===== config.mk =====
export PLATFORM = sky130hd
export DESIGN_NAME = frame_word_aligner
export DESIGN_NICKNAME = d
export VERILOG_FILES = /design/src/rtl/fwa_pkg.sv /design/src/rtl/fwa_toggle_sync.sv /design/src/rtl/fwa_interval_timer.sv /design/src/rtl/fwa_frame_tracker.sv /design/src/rtl/fwa_word_builder.sv /design/src/rtl/frame_word_aligner.sv
export SDC_FILE = /design/constraint.sdc
export NUM_CORES = 1
export LEC_CHECK = 0
export BUFFER_PORTS_ARGS = -buffer_cell sky130_fd_sc_hd__buf_4
export CAP_MARGIN = 25
export CELL_PAD_IN_SITES_DETAIL_PLACEMENT = 0
export CELL_PAD_IN_SITES_GLOBAL_PLACEMENT = 1
export CORE_MARGIN = 2
export CORE_UTILIZATION = 43
export CTS_BUF_LIST = sky130_fd_sc_hd__clkbuf_8
export DETAILED_ROUTE_END_ITERATION = 8
export PLACE_DENSITY_LB_ADDON = 0.1
export SYNTH_ARGS = -nofsm -noshare
export SYNTH_HDL_FRONTEND = slang
export SYNTH_SLANG_ARGS = --single-unit

===== constraint.sdc =====
create_clock -name clk -period 4.6 [get_ports clk]
set_clock_uncertainty 0.15 [all_clocks]
set_input_delay 1.38 -clock clk [delete_from_list [all_inputs] [get_ports clk]]
set_output_delay 1.38 -clock clk [all_outputs]
set_load 0.03 [all_outputs]

===== src/rtl/fwa_pkg.sv =====
package fwa_pkg;

  // Odd positions (1, 3, ...) carry the upper byte of a word.
  function automatic bit pos_is_upper(input int unsigned pos);
    return (pos % 2) == 1;
  endfunction

  // Word number of a 1-based transition position.
  function automatic int unsigned word_of_pos(input int unsigned pos);
    return (pos - 1) / 2;
  endfunction

  function automatic bit pos_is_kept(input int unsigned pos, input int unsigned kept);
    return word_of_pos(pos) < kept;
  endfunction

  // Strict comparison: an interval equal to the threshold is still active data.
  function automatic bit interval_is_gap(input int unsigned interval, input int unsigned thresh);
    return interval > thresh;
  endfunction

endpackage


===== src/rtl/fwa_toggle_sync.sv =====
module fwa_toggle_sync #(
  parameter int STAGES = 2
) (
  input  logic clk,
  input  logic rst_n,
  input  logic busy_in,
  output logic tog
);
  logic [STAGES-1:0] chain;
  logic              last_q;

  for (genvar g = 0; g < STAGES; g++) begin : g_stage
    if (g == 0) begin : g_first
      always_ff @(posedge clk) begin
        if (!rst_n) chain[0] <= 1'b0;
        else        chain[0] <= busy_in;
      end
    end else begin : g_next
      always_ff @(posedge clk) begin
        if (!rst_n) chain[g] <= 1'b0;
        else        chain[g] <= chain[g-1];
      end
    end
  end

  always_ff @(posedge clk) begin
    if (!rst_n) last_q <= 1'b0;
    else        last_q <= chain[STAGES-1];
  end

  assign tog = chain[STAGES-1] ^ last_q;


  tog_follows_level_chk: assert property (@(posedge clk) disable iff (!rst_n)
    tog |=> (last_q != $past(last_q)));
endmodule


===== src/rtl/fwa_interval_timer.sv =====
module fwa_interval_timer #(
  parameter int CNT_W = 16
) (
  input  logic             clk,
  input  logic             rst_n,
  input  logic             tog,
  input  logic [CNT_W-1:0] gap_thresh,
  output logic             gap_long
);
  localparam logic [CNT_W-1:0] CNT_MAX = {CNT_W{1'b1}};

  logic [CNT_W-1:0] cnt_q;
  logic             armed_q;

  always_ff @(posedge clk) begin
    if (!rst_n) begin
      cnt_q   <= '0;
      armed_q <= 1'b0;
    end else if (tog) begin
      cnt_q   <= CNT_W'(1);
      armed_q <= 1'b1;
    end else if (cnt_q != CNT_MAX) begin
      cnt_q <= cnt_q + CNT_W'(1);
    end
  end

  assign gap_long = tog && armed_q &&
                    fwa_pkg::interval_is_gap(32'(cnt_q), 32'(gap_thresh));


  restart_chk: assert property (@(posedge clk) disable iff (!rst_n)
    tog |=> (cnt_q == CNT_W'(1)));


  armed_nonzero_chk: assert property (@(posedge clk) disable iff (!rst_n)
    armed_q |-> (cnt_q != '0));
endmodule


===== src/rtl/fwa_frame_tracker.sv =====
module fwa_frame_tracker #(
  parameter  int XFERS = 12,
  localparam int POS_W = $clog2(XFERS + 1)
) (
  input  logic             clk,
  input  logic             rst_n,
  input  logic             tog,
  input  logic             gap_long,
  output logic             locked,
  output logic             accept,
  output logic [POS_W-1:0] cur_pos,
  output logic             overrun
);
  logic [POS_W-1:0] pos_q;
  logic             locked_q;
  logic             more_room;

  assign more_room = pos_q < POS_W'(XFERS);
  assign accept    = tog && (gap_long || (locked_q && more_room));
  assign overrun   = tog && !gap_long && locked_q && !more_room;
  assign cur_pos   = gap_long ? POS_W'(1) : pos_q + POS_W'(1);
  assign locked    = locked_q;

  always_ff @(posedge clk) begin
    if (!rst_n) begin
      pos_q    <= '0;
      locked_q <= 1'b0;
    end else if (gap_long) begin
      pos_q    <= POS_W'(1);
      locked_q <= 1'b1;
    end else if (overrun) begin
      pos_q    <= '0;
      locked_q <= 1'b0;
    end else if (accept) begin
      pos_q <= cur_pos;
    end
  end


  pos_range_chk: assert property (@(posedge clk) disable iff (!rst_n)
    pos_q <= POS_W'(XFERS));


  unlocked_idle_chk: assert property (@(posedge clk) disable iff (!rst_n)
    !locked_q |-> (pos_q == '0));


  overrun_drop_chk: assert property (@(posedge clk) disable iff (!rst_n)
    overrun |=> !locked_q);


  lock_rise_chk: assert property (@(posedge clk) disable iff (!rst_n)
    $rose(locked_q) |-> $past(gap_long));
endmodule


===== src/rtl/fwa_word_builder.sv =====
module fwa_word_builder #(
  parameter  int BYTE_W = 8,
  parameter  int KEPT   = 2,
  parameter  int POS_W  = 4,
  localparam int IDX_W  = (KEPT > 1) ? $clog2(KEPT) : 1
) (
  input  logic                clk,
  input  logic                rst_n,
  input  logic                accept,
  input  logic [POS_W-1:0]    cur_pos,
  input  logic [BYTE_W-1:0]   byte_in,
  output logic                word_valid,
  output logic [IDX_W-1:0]    word_idx,
  output logic [2*BYTE_W-1:0] word_data
);
  logic [BYTE_W-1:0]   hi_q;
  logic                valid_q;
  logic [IDX_W-1:0]    idx_q;
  logic [2*BYTE_W-1:0] data_q;
  logic                is_upper;
  logic                is_kept;
  logic                emit;

  assign is_upper = fwa_pkg::pos_is_upper(32'(cur_pos));
  assign is_kept  = fwa_pkg::pos_is_kept(32'(cur_pos), KEPT);
  assign emit     = accept && !is_upper && is_kept;

  always_ff @(posedge clk) begin
    if (!rst_n) begin
      hi_q    <= '0;
      valid_q <= 1'b0;
      idx_q   <= '0;
      data_q  <= '0;
    end else begin
      valid_q <= emit;
      if (accept && is_upper) hi_q <= byte_in;
      if (emit) begin
        data_q <= {hi_q, byte_in};
        idx_q  <= IDX_W'(fwa_pkg::word_of_pos(32'(cur_pos)));
      end
    end
  end

  assign word_valid = valid_q;
  assign word_idx   = idx_q;
  assign word_data  = data_q;


  single_pulse_chk: assert property (@(posedge clk) disable iff (!rst_n)
    valid_q |=> !valid_q);


  valid_source_chk: assert property (@(posedge clk) disable iff (!rst_n)
    valid_q |-> $past(accept));
endmodule


===== src/rtl/frame_word_aligner.sv =====
module frame_word_aligner #(
  parameter  int SYNC_STAGES = 2,
  parameter  int CNT_W       = 16,
  parameter  int BYTE_W      = 8,
  parameter  int XFERS       = 12,
  parameter  int KEPT        = 2,
  localparam int POS_W       = $clog2(XFERS + 1),
  localparam int IDX_W       = (KEPT > 1) ? $clog2(KEPT) : 1
) (
  input  logic                clk,
  input  logic                rst_n,
  input  logic                busy_in,
  input  logic [BYTE_W-1:0]   byte_in,
  input  logic [CNT_W-1:0]    gap_thresh,
  output logic                locked,
  output logic                word_valid,
  output logic [IDX_W-1:0]    word_idx,
  output logic [2*BYTE_W-1:0] word_data
);
  logic             tog;
  logic             gap_long;
  logic             accept;
  logic             overrun;
  logic [POS_W-1:0] cur_pos;

  fwa_toggle_sync #(.STAGES(SYNC_STAGES)) u_sync (
    .clk(clk), .rst_n(rst_n), .busy_in(busy_in), .tog(tog)
  );

  fwa_interval_timer #(.CNT_W(CNT_W)) u_timer (
    .clk(clk), .rst_n(rst_n), .tog(tog), .gap_thresh(gap_thresh), .gap_long(gap_long)
  );

  fwa_frame_tracker #(.XFERS(XFERS)) u_track (
    .clk(clk), .rst_n(rst_n), .tog(tog), .gap_long(gap_long),
    .locked(locked), .accept(accept), .cur_pos(cur_pos), .overrun(overrun)
  );

  fwa_word_builder #(.BYTE_W(BYTE_W), .KEPT(KEPT), .POS_W(POS_W)) u_build (
    .clk(clk), .rst_n(rst_n), .accept(accept), .cur_pos(cur_pos), .byte_in(byte_in),
    .word_valid(word_valid), .word_idx(word_idx), .word_data(word_data)
  );


  valid_needs_lock_chk: assert property (@(posedge clk) disable iff (!rst_n)
    word_valid |-> locked);


  lock_fall_chk: assert property (@(posedge clk) disable iff (!rst_n)
    $fell(locked) |-> $past(overrun));
endmodule


# Word-level counts from Yosys, hierarchy flattened
# Cells that the tools add are included.
# classes
eq_ne,1
n_reduce_logical,19
bitwise_logic,2
addsub,3
order_cmp,3
n_mux,8
# op_table
cell,n
$lt A31 B2 Y1 const B,1
$add A16 B1 Y16 const B,1
$gt A16 B16 Y1,1
$ne A16 B16 Y1 const B,1
$logic_and A1 B1 Y1,10
$mux W1,7
$sub A4 B1 Y5 const B,1
$add A4 B1 Y4 const B,1
$lt A4 B4 Y1 const B,1
$mux W4,1
$reduce_bool A2 Y1,2
$logic_not A1 Y1,3
$reduce_bool A3 Y1,1
$reduce_or A3 Y1,1
$reduce_or A2 Y1,1
$logic_or A1 B1 Y1,1
$not A1 Y1,1
$xor A1 B1 Y1,1
# word_totals
out_inout_bits,19
word_cells,49
inputBits,27
register_bits,51

# Longest topological paths before layout
# Gate-level depths: netlist of run 1.
# logic_depth
depth_word,9
mapped_depth,17

# Hierarchy
# A second synthesis of run 1 with hierarchy kept.
# unflattened
hier_cells,327
area_unflattened_um2,2812.7
# modules_own_cells
module,area_per_inst_um2,seq_area_each_um2,cells_each,instances
fwa_interval_timer,1330.0,340.3,166,1
fwa_word_builder,1088.5,520.5,119,1
fwa_frame_tracker,305.3,100.1,35,1
fwa_toggle_sync,88.8,60.1,7,1

# Worst setup path after synthesis of run 1
# OpenSTA, ideal clock, no wires.
# synth_path
path_kind,input port to flip-flop
from,input port gap_thresh[15]
to,"register u_build.data_q[11], in the netlist u_build.word_data[11]"
path_buffers,2
t_arrival_ns,4.083
cell_stages,17
setup_ns,0.072
slack_ns,0.295
cell_sequence,inv_1 -> ha_1 -> nand4_2 -> nor2_2 -> nand4_2 -> o2111ai_4 -> nand2_1 -> and2_1 -> ha_1 -> nor3b_1 -> o22ai_1 -> o31ai_1 -> nand3_1 -> a21oi_2 -> buf_6 -> buf_12 -> mux2i_1
# synth_between
elab_chain_cells,6
word_cells_on_any_way,10
# synth_rtl
element,line,rtl
from (decl),frame_word_aligner.sv:14,"input logic [CNT_W-1:0] gap_thresh,"
$gt A16 B16 Y1 (*),fwa_pkg.sv:19,return interval > thresh;
$logic_and A1 B1 Y1 (*),fwa_interval_timer.sv:27,assign gap_long = tog && armed_q &&
$mux W4 / $logic_or A1 B1 Y1 (equally long branches),"fwa_frame_tracker.sv:21, fwa_frame_tracker.sv:19",
$sub A4 B1 Y5 (tied with other cells),n/a,
$lt A31 B2 Y1 / $logic_and A1 B1 Y1 (equally long branches),"fwa_pkg.sv:14, fwa_word_builder.sv:26",
$logic_and A1 B1 Y1 (*),fwa_word_builder.sv:26,assign emit = accept && !is_upper && is_kept;
to (signal assigned),fwa_word_builder.sv:38,"data_q <= {hi_q, byte_in};"
to (decl),fwa_word_builder.sv:19,logic [2*BYTE_W-1:0] data_q;
# Mark *: on every way between the ends. The rest lies on a longest branch, timed or not.
# A chain may end at the register's enable or synchronous reset.

# Final worst setup path of run 1
# layout_path
from,input port gap_thresh[13]
to,"register u_build.idx_q, in the netlist u_build.word_idx"
# layout_between
elab_chain_cells,6
word_cells_on_any_way,10
# layout_rtl
element,line,rtl
$gt A16 B16 Y1 (*),fwa_pkg.sv:19,
$logic_and A1 B1 Y1 (*),fwa_interval_timer.sv:27,
$mux W4 / $logic_or A1 B1 Y1 (equally long branches),"fwa_frame_tracker.sv:21, fwa_frame_tracker.sv:19",
$sub A4 B1 Y5 (tied with other cells),fwa_pkg.sv:10,return (pos - 1) / 2;
$lt A31 B2 Y1 / $logic_and A1 B1 Y1 (equally long branches),"fwa_pkg.sv:14, fwa_word_builder.sv:26",
$logic_and A1 B1 Y1,fwa_word_builder.sv:26,
to (signal assigned),fwa_word_builder.sv:39,idx_q <= IDX_W'(fwa_pkg::word_of_pos(32'(cur_pos)));
to (decl),fwa_word_builder.sv:18,logic [IDX_W-1:0] idx_q;
# Marks and branches as above.

==> metrics.md, run 1 <==
| Metric | Value |
|---|---|
| Leak Pwr | `1.40 nW` |
| Avg Cell Area, Syn | `a little under 9 µm²` |
| Final setup fails | `0` |
| Initial Util | `0.443` |
| Netlist Area Pre-Place | `2620 µm²` |
| Post-CTS Hold Fix Bufs | `0` |
| Crit Path Max Fanout | `18` |
| Yosys warnings | `0` |
| First-pass GRT wire length | `~8300 µm` |
| Post-Place Worst Slack | `0.0426 ns` |
| Post-route ant nets | `0` |
| Status | `finished, final reports clean` |
| Placed Cells | `409` |
| Share of cells above drive strength 1 | `0.193` |
| Slew Limit Fails | `0` |
| Normalized max-slew margin | `0.655` |
| Post-cts resize count | `0` |
| Die X | `82.1 µm` |
| Worst slew pin tran | `around 0.52 ns` |
| Via count | `2,050` |
| Fill cells | `roughly 570` |
| Top FF cell, synth | `dfxtp_1` |
| Synth unique cells | `42` |
| Initial DRT Pass Iterations | `5` |
| Htree depth | `2` |
| Total setup buffers inserted after CTS | `0` |
| Final Power | `0.824 mW` |
| # diodes | `0` |
| Slowest stage delay, CP | `approximately 0.3 ns` |
| Crit path buf inv count | `3` |
| Total global routing overflow | `0` |
| Clock Tree Root | `clkbuf_8` |
| Clock Pin Slew Worst Setup and Hold Paths | `roughly 0.09 ns` |
| WP data arrival | `4.27 ns` |
| Post-Syn Nets | `between 300 and 400` |
| Max cap viols | `0` |
| Largest net degree at the start of global routing | `47` |
| Share of the synthesized area in the top cell type | `0.389` |
| Post-route setup TNS | `0 ns` |
| DRT iter0 DRCs | `84` |
| Final wirelength | `around 5000 µm` |
| Design Area, Final | `3140 µm²` |
| Tmin final | `between 4 and 5 ns` |
| VDD IR max | `0.000181 V` |
| Family with the most delay on the worst path | `simple AND/OR/NAND/NOR gates` |
| Drc violations | `0` |
| Core area | `5920 µm²` |
| Cells along the critical path | `buf_4 -> inv_1 -> ha_1 -> nand4_2 -> nor2_2 -> nand4_2 -> o2111ai_4 -> nand2_1 -> and2_1 -> ha_1 -> nor3b_1 -> o22ai_1 -> o31ai_1 -> nand3_1 -> a21oi_2 -> buf_12 -> mux2i_1` |
| Drt wl/cell | `11.9 µm` |
| CTS sink cnt | `a little over 50` |
| Finished Core Util | `0.531` |
| Clock buffer depth | `2` |
| Row cnt | `28` |
| Final period util | `0.910` |
| Vias in the first global route | `1,872` |
| IO Port Bufs | `45` |
| Hold Path Class | `reg -> reg` |
| Vias per cell | `4.92` |
| Initial antenna violation count | `0` |
| FMAX | `239 MHz` |
| Top-count cell post-synth | `nand2_1` |
| Gr usage total | `0.158` |
| Register area share after synthesis | `0.389` |
| IO Count | `46` |
| P per Cell Area | `between 200 and 300 nW/µm²` |
| Post-synthesis async set-or-reset flop share | `0` |
| Number of synthesized register bits | `51` |
| Layout net count | `between 300 and 400` |
| WP data required | `4.69 ns` |
| Area Overhead vs Synth | `19.8%` |
| DIE HEIGHT | `82.1 µm` |
| Syn Inst Count | `~300` |
| Placer Congestion | `about 0.77` |
| Critical path class | `in -> reg` |
| Final Hold Fails | `0` |
| Final std cells w/o fill | `417` |
| Dpl cell area | `3030 µm²` |
| CP max stage cell | `ha_1` |
| Top post-synthesis cells by area | `dfxtp_1, mux2i_1, ha_1` |
| Clk_lat worst skew | `0.31 ns` |
| Top cells by count, synth | `nand2_1, dfxtp_1, mux2i_1, inv_1` |
| CTS buffer count | `5` |
| RSZ-0062 raised after global routing | `false` |
| Hpwl dp | `between 3000 and 4000 µm` |
| CTS tree | `built` |
| Post-synth EDFFs | `0` |
| Leading area contributor after synthesis | `dfxtp_1` |
| Final hold slack | `0.315 ns` |
| Setup WS post-layout | `0.415 ns` |
| DIE AREA | `6740 µm²` |
| Setup crit end kind | `flip-flop` |
| Startpoint types | `input pin` |
[path summary, 6_finish.rpt]
path                      endpoint  cells after the start  slack (ns)             startpoint
max               u_build.word_idx                     17        0.41         gap_thresh[13]
max reg2reg       u_build.word_idx                     15        1.20      u_timer.cnt_q[13]
min          u_build.word_data[15]                      2        0.32  u_build.word_data[15]
min reg2reg  u_build.word_data[15]                      2        0.32  u_build.word_data[15]
[power breakdown]
part	switching, mW	total (mW)	leakage [nW]	internal [mW]
logic	0.0269	0.0535	0.930	0.0266
clock network	0.157	0.321	0.0548	0.164
registers	0.00394	0.449	0.412	0.445
total	0.188	0.824	1.40	0.636
[registers in the layout, summed over array words and instances (netlist names)]
name / cells
u_build.word_valid: 1
u_sync.last_q: 1
u_timer.cnt_q: 16
u_build.word_data: 16
u_track.locked: 1
u_track.pos_q: 4
u_timer.armed_q: 1
u_build.word_idx: 1
u_sync.chain: 2
u_build.hi_q: 8
[worst reg2reg max path, delay by kind of cell (launching register included)]
family	cells	cell delay (ns)
AO/OA/AOI/OAI	4	0.74
multiplexers	1	0.20
AND/OR/NAND/NOR	7	1.12
adder cells (fa/ha/maj)	2	0.56
buffers and inverters	1	0.19
flip-flops	1	0.37
[cells by family after synthesis]
kind of cell	synth area share
AO/OA/AOI/OAI	0.0887
adder cells (fa/ha/maj)	0.0906
XOR/XNOR	0.0401
buffers and inverters	0.0506
flip-flops	0.389
multiplexers	0.107
AND/OR/NAND/NOR	0.233
[final cells by class]
| type | instances | area, µm² | area share |
|---|---|---|---|
| repair buffers | 47 | 365 | 0.116 |
| clock inverters | 3 | 46.3 | 0.0147 |
| multi-input cells | 215 | 1470 | 0.467 |
| well taps | 75 | 93.8 | 0.0299 |
| clock buffers | 5 | 68.8 | 0.0219 |
| flip-flops and latches | 51 | 1020 | 0.325 |
| inverters | 21 | 78.8 | 0.0251 |
[routing by layer]
metal,part of all wire,wire (µm),global-route usage,up-vias
li1,-,-,-,1100
met4,0.0060,30,0.0300,0
met1,0.53,2660,0.226,911
met2,0.41,2050,0.244,37
met5,0,0,0,-
met3,0.047,233,0.0380,2
[cell usage in the layout (no fill, tap or decap), drive strengths merged, types with 2 or more instances in the layout]
master / Yosys / layout
xor2: 7 / 7
o21ai: 7 / 7
ha: 19 / 19
nor2: 20 / 20
and3: 6 / 6
inv: 21 / 22
a21o: 2 / 2
a21oi: 13 / 13
nand3: 8 / 8
nor4: 2 / 2
a21boi: 3 / 3
clkbuf: 6 / 5
nand4: 7 / 7
dfxtp: 51 / 51
nand2: 57 / 57
buf: 2 / 47
and2: 7 / 7
xnor2: 5 / 5
nor3b: 4 / 4
nor3: 6 / 6
mux2i: 27 / 27
o21a: 2 / 2
or3: 2 / 2
Note: power is estimated with default switching activity, not from simulation.
==> inputs of run 2 (changes only) <==
--- a/config.mk
+++ b/config.mk
@@ -5,7 +5,7 @@
 export SDC_FILE = /design/constraint.sdc
 export NUM_CORES = 1
 export LEC_CHECK = 0
-export BUFFER_PORTS_ARGS = -buffer_cell sky130_fd_sc_hd__buf_4
+export BUFFER_PORTS_ARGS = -buffer_cell sky130_fd_sc_hd__buf_2
 export CAP_MARGIN = 25
 export CELL_PAD_IN_SITES_DETAIL_PLACEMENT = 0
 export CELL_PAD_IN_SITES_GLOBAL_PLACEMENT = 1
==> metrics.md, run 2 (synthesis results as in run 1) <==
| Metric | Value |
|---|---|
| Setup crit end kind | `flip-flop` |
| WP data required | `4.69 ns (about the same)` |
| Vias in the first global route | `1,777 (-5.1%)` |
| Startpoint types | `input pin` |
| IO Port Bufs | `45 (unchanged)` |
| Leak Pwr | `1.38 nW (-0.98%)` |
| Initial Util | `0.443 (unchanged)` |
| Post-cts resize count | `0 (unchanged)` |
| Commonest non-fill, non-tap cells in the layout | `nand2_1, dfxtp_1, buf_2, mux2i_1, inv_1` |
| Final wirelength | `5050 µm (+1.6%)` |
| Tmin final | `4.26 ns (+0.0717 ns)` |
| CTS buffer count | `5 (unchanged)` |
| Largest net degree at the start of global routing | `46 (-2.1%)` |
| Drc violations | `0 (unchanged)` |
| Total setup buffers inserted after CTS | `0 (unchanged)` |
| Core area | `5920 µm² (unchanged)` |
| P per Cell Area | `248 nW/µm² (-5.5%)` |
| RSZ-0062 raised after global routing | `false` |
| CTS sink cnt | `51 (unchanged)` |
| Terminus of the critical flop-to-flop path | `u_build.word_data[12]` |
| Area Overhead vs Synth | `15.3%` |
| Row cnt | `28 (unchanged)` |
| Initial antenna violation count | `0 (unchanged)` |
| VDD IR max | `0.000156 V (-14%)` |
| Layout net count | `390 (+0.78%)` |
| WP data arrival | `4.34 ns (+0.07 ns)` |
| Drt wl/cell | `12.0 µm (+0.91%)` |
| Post-CTS Hold Fix Bufs | `0 (unchanged)` |
| Worst slew pin tran | `0.511 ns (-0.00552 ns)` |
| Final setup fails | `0 (unchanged)` |
| Max cap viols | `0 (unchanged)` |
| Area occupied by multi-input gates | `1470 µm² (unchanged)` |
| Status | `finished, final reports clean` |
| Hpwl dp | `3750 µm (+1.6%)` |
| Family with the most delay on the worst path | `simple AND/OR/NAND/NOR gates` |
| CTS tree | `built` |
| Final Hold Fails | `0 (unchanged)` |
| Critical path class | `in -> reg` |
| Clock Tree Root | `clkbuf_8` |
| Via count | `2,036 (-0.68%)` |
| Cells on worst reg2reg path | `15 (unchanged)` |
| Total global routing overflow | `0 (unchanged)` |
| Slew Limit Fails | `0 (unchanged)` |
| Hold Path Class | `reg -> reg` |
| IO Count | `46 (unchanged)` |
| Normalized max-slew margin | `0.659 (+0.00369)` |
| Reg2Reg Setup Slack | `1.15 ns (-0.05 ns)` |
| Hold path startpoint | `u_build.word_data[8]` |
| Slowest stage delay, CP | `0.29 ns (about the same)` |
| WHS Path Cells | `2 (unchanged)` |
| FMAX | `235 MHz (-1.7%)` |
| Gr usage total | `0.161 (+0.00334)` |
| Htree depth | `2 (unchanged)` |
| Initial DRT Pass Iterations | `4 (-1)` |
| Placer Congestion | `0.770 (+0.34%)` |
| Fill cells | `611 (+7.0%)` |
| Post-Place Worst Slack | `0.00398 ns (-0.0386 ns)` |
| # diodes | `0 (unchanged)` |
| Setup WS post-layout | `0.343 ns (-0.0717 ns)` |
| Commonest non-fill, non-tap cell in the layout | `nand2_1` |
| Min-Delay Endpoint | `u_build.word_data[8]` |
| Critical R2R Launch | `u_timer.cnt_q[15]` |
| First-pass GRT wire length | `8380 µm (+0.66%)` |
| Die X | `82.1 µm (unchanged)` |
| CP max stage cell | `ha_1` |
| Register Area | `1020 µm² (unchanged)` |
| Crit Path Max Fanout | `14 (-4)` |
| Clock buffer depth | `2 (unchanged)` |
| Post-route ant nets | `0 (unchanged)` |
| Post-route setup TNS | `0 ns (unchanged)` |
| DRT iter0 DRCs | `86 (+2.4%)` |
| Clock Pin Slew Worst Setup and Hold Paths | `0.09 ns (about the same)` |
| Share of cells above drive strength 1 | `0.197 (+0.00412)` |
| DIE HEIGHT | `82.1 µm (unchanged)` |
| Clk_lat worst skew | `0.30 ns (about the same)` |
| Vias per cell | `4.85 (-1.4%)` |
| Crit path buf inv count | `3 (unchanged)` |
| DIE AREA | `6740 µm² (unchanged)` |
| Cells along the critical path | `buf_2 -> inv_1 -> ha_1 -> nand4_2 -> nor2_2 -> nand4_2 -> o2111ai_4 -> nand2_1 -> and2_1 -> ha_1 -> nor3b_1 -> o22ai_1 -> o31ai_1 -> nand3_1 -> a21oi_2 -> buf_12 -> mux2i_1` |
| Final period util | `0.925 (+0.0156)` |
[run 2: worst register-to-register path, cell delays in order (launching register included)]
cell,delay (ns)
dfxtp_1,0.36
ha_1,0.32
nand4_2,0.14
nor2_2,0.17
nand4_2,0.16
o2111ai_4,0.24
nand2_1,0.16
and2_1,0.19
ha_1,0.23
nor3b_1,0.22
o22ai_1,0.09
o31ai_1,0.23
nand3_1,0.12
a21oi_2,0.22
buf_12,0.19
mux2i_1,0.20
[run 2: how the worst max path moves through the flow]
stage                         from               endpoint  slack [ns]  cells past startpoint
floorplan           gap_thresh[15]  u_build.word_data[11]        0.30                     17
global placement    gap_thresh[13]  u_build.word_data[13]        0.13                     17
detailed placement  gap_thresh[15]   u_build.word_data[6]       0.004                     17
CTS                 gap_thresh[15]   u_build.word_data[4]        0.32                     17
global route        gap_thresh[15]   u_build.word_data[2]       0.001                     17
finish              gap_thresh[15]  u_build.word_data[12]        0.34                     17
[run 2: final cells by class]
type / instances / area share
timing repair buffer: 50 / 0.0911
sequential: 51 / 0.338
multi-input combinational: 215 / 0.486
clock inverter: 3 / 0.00538
clock buffer: 5 / 0.0228
inverter: 21 / 0.0261
tap: 75 / 0.0310
[run 2: routing by layer]
metal	vias to the layer above	global-route usage	part of all wire
met2	29	0.227	0.42
met4	0	0.0400	0.0054
li1	1102	-	-
met5	-	0	0
met3	2	0.0424	0.038
met1	903	0.243	0.54
[run 2: where the power goes]
part           switching (mW)  internal (mW)  total (mW)
clock                   0.146          0.104       0.251
combinational          0.0273         0.0213      0.0486
sequential            0.00411          0.445       0.449
total                   0.178          0.571       0.748
[run 2: stage by stage]
stage	hold WS (ns)	instances	cell area [µm²]	utilization	power, mW
finish	0.312	420	3020	0.511	0.748
global route	0.334	420	3020	0.511	0.786
CTS	0.317	420	3020	0.511	0.761
detailed placement	0.296	412	2940	0.496	0.509
global placement	0.293	412	2940	0.496	0.508
floorplan	0.262	295	2620	-	0.489
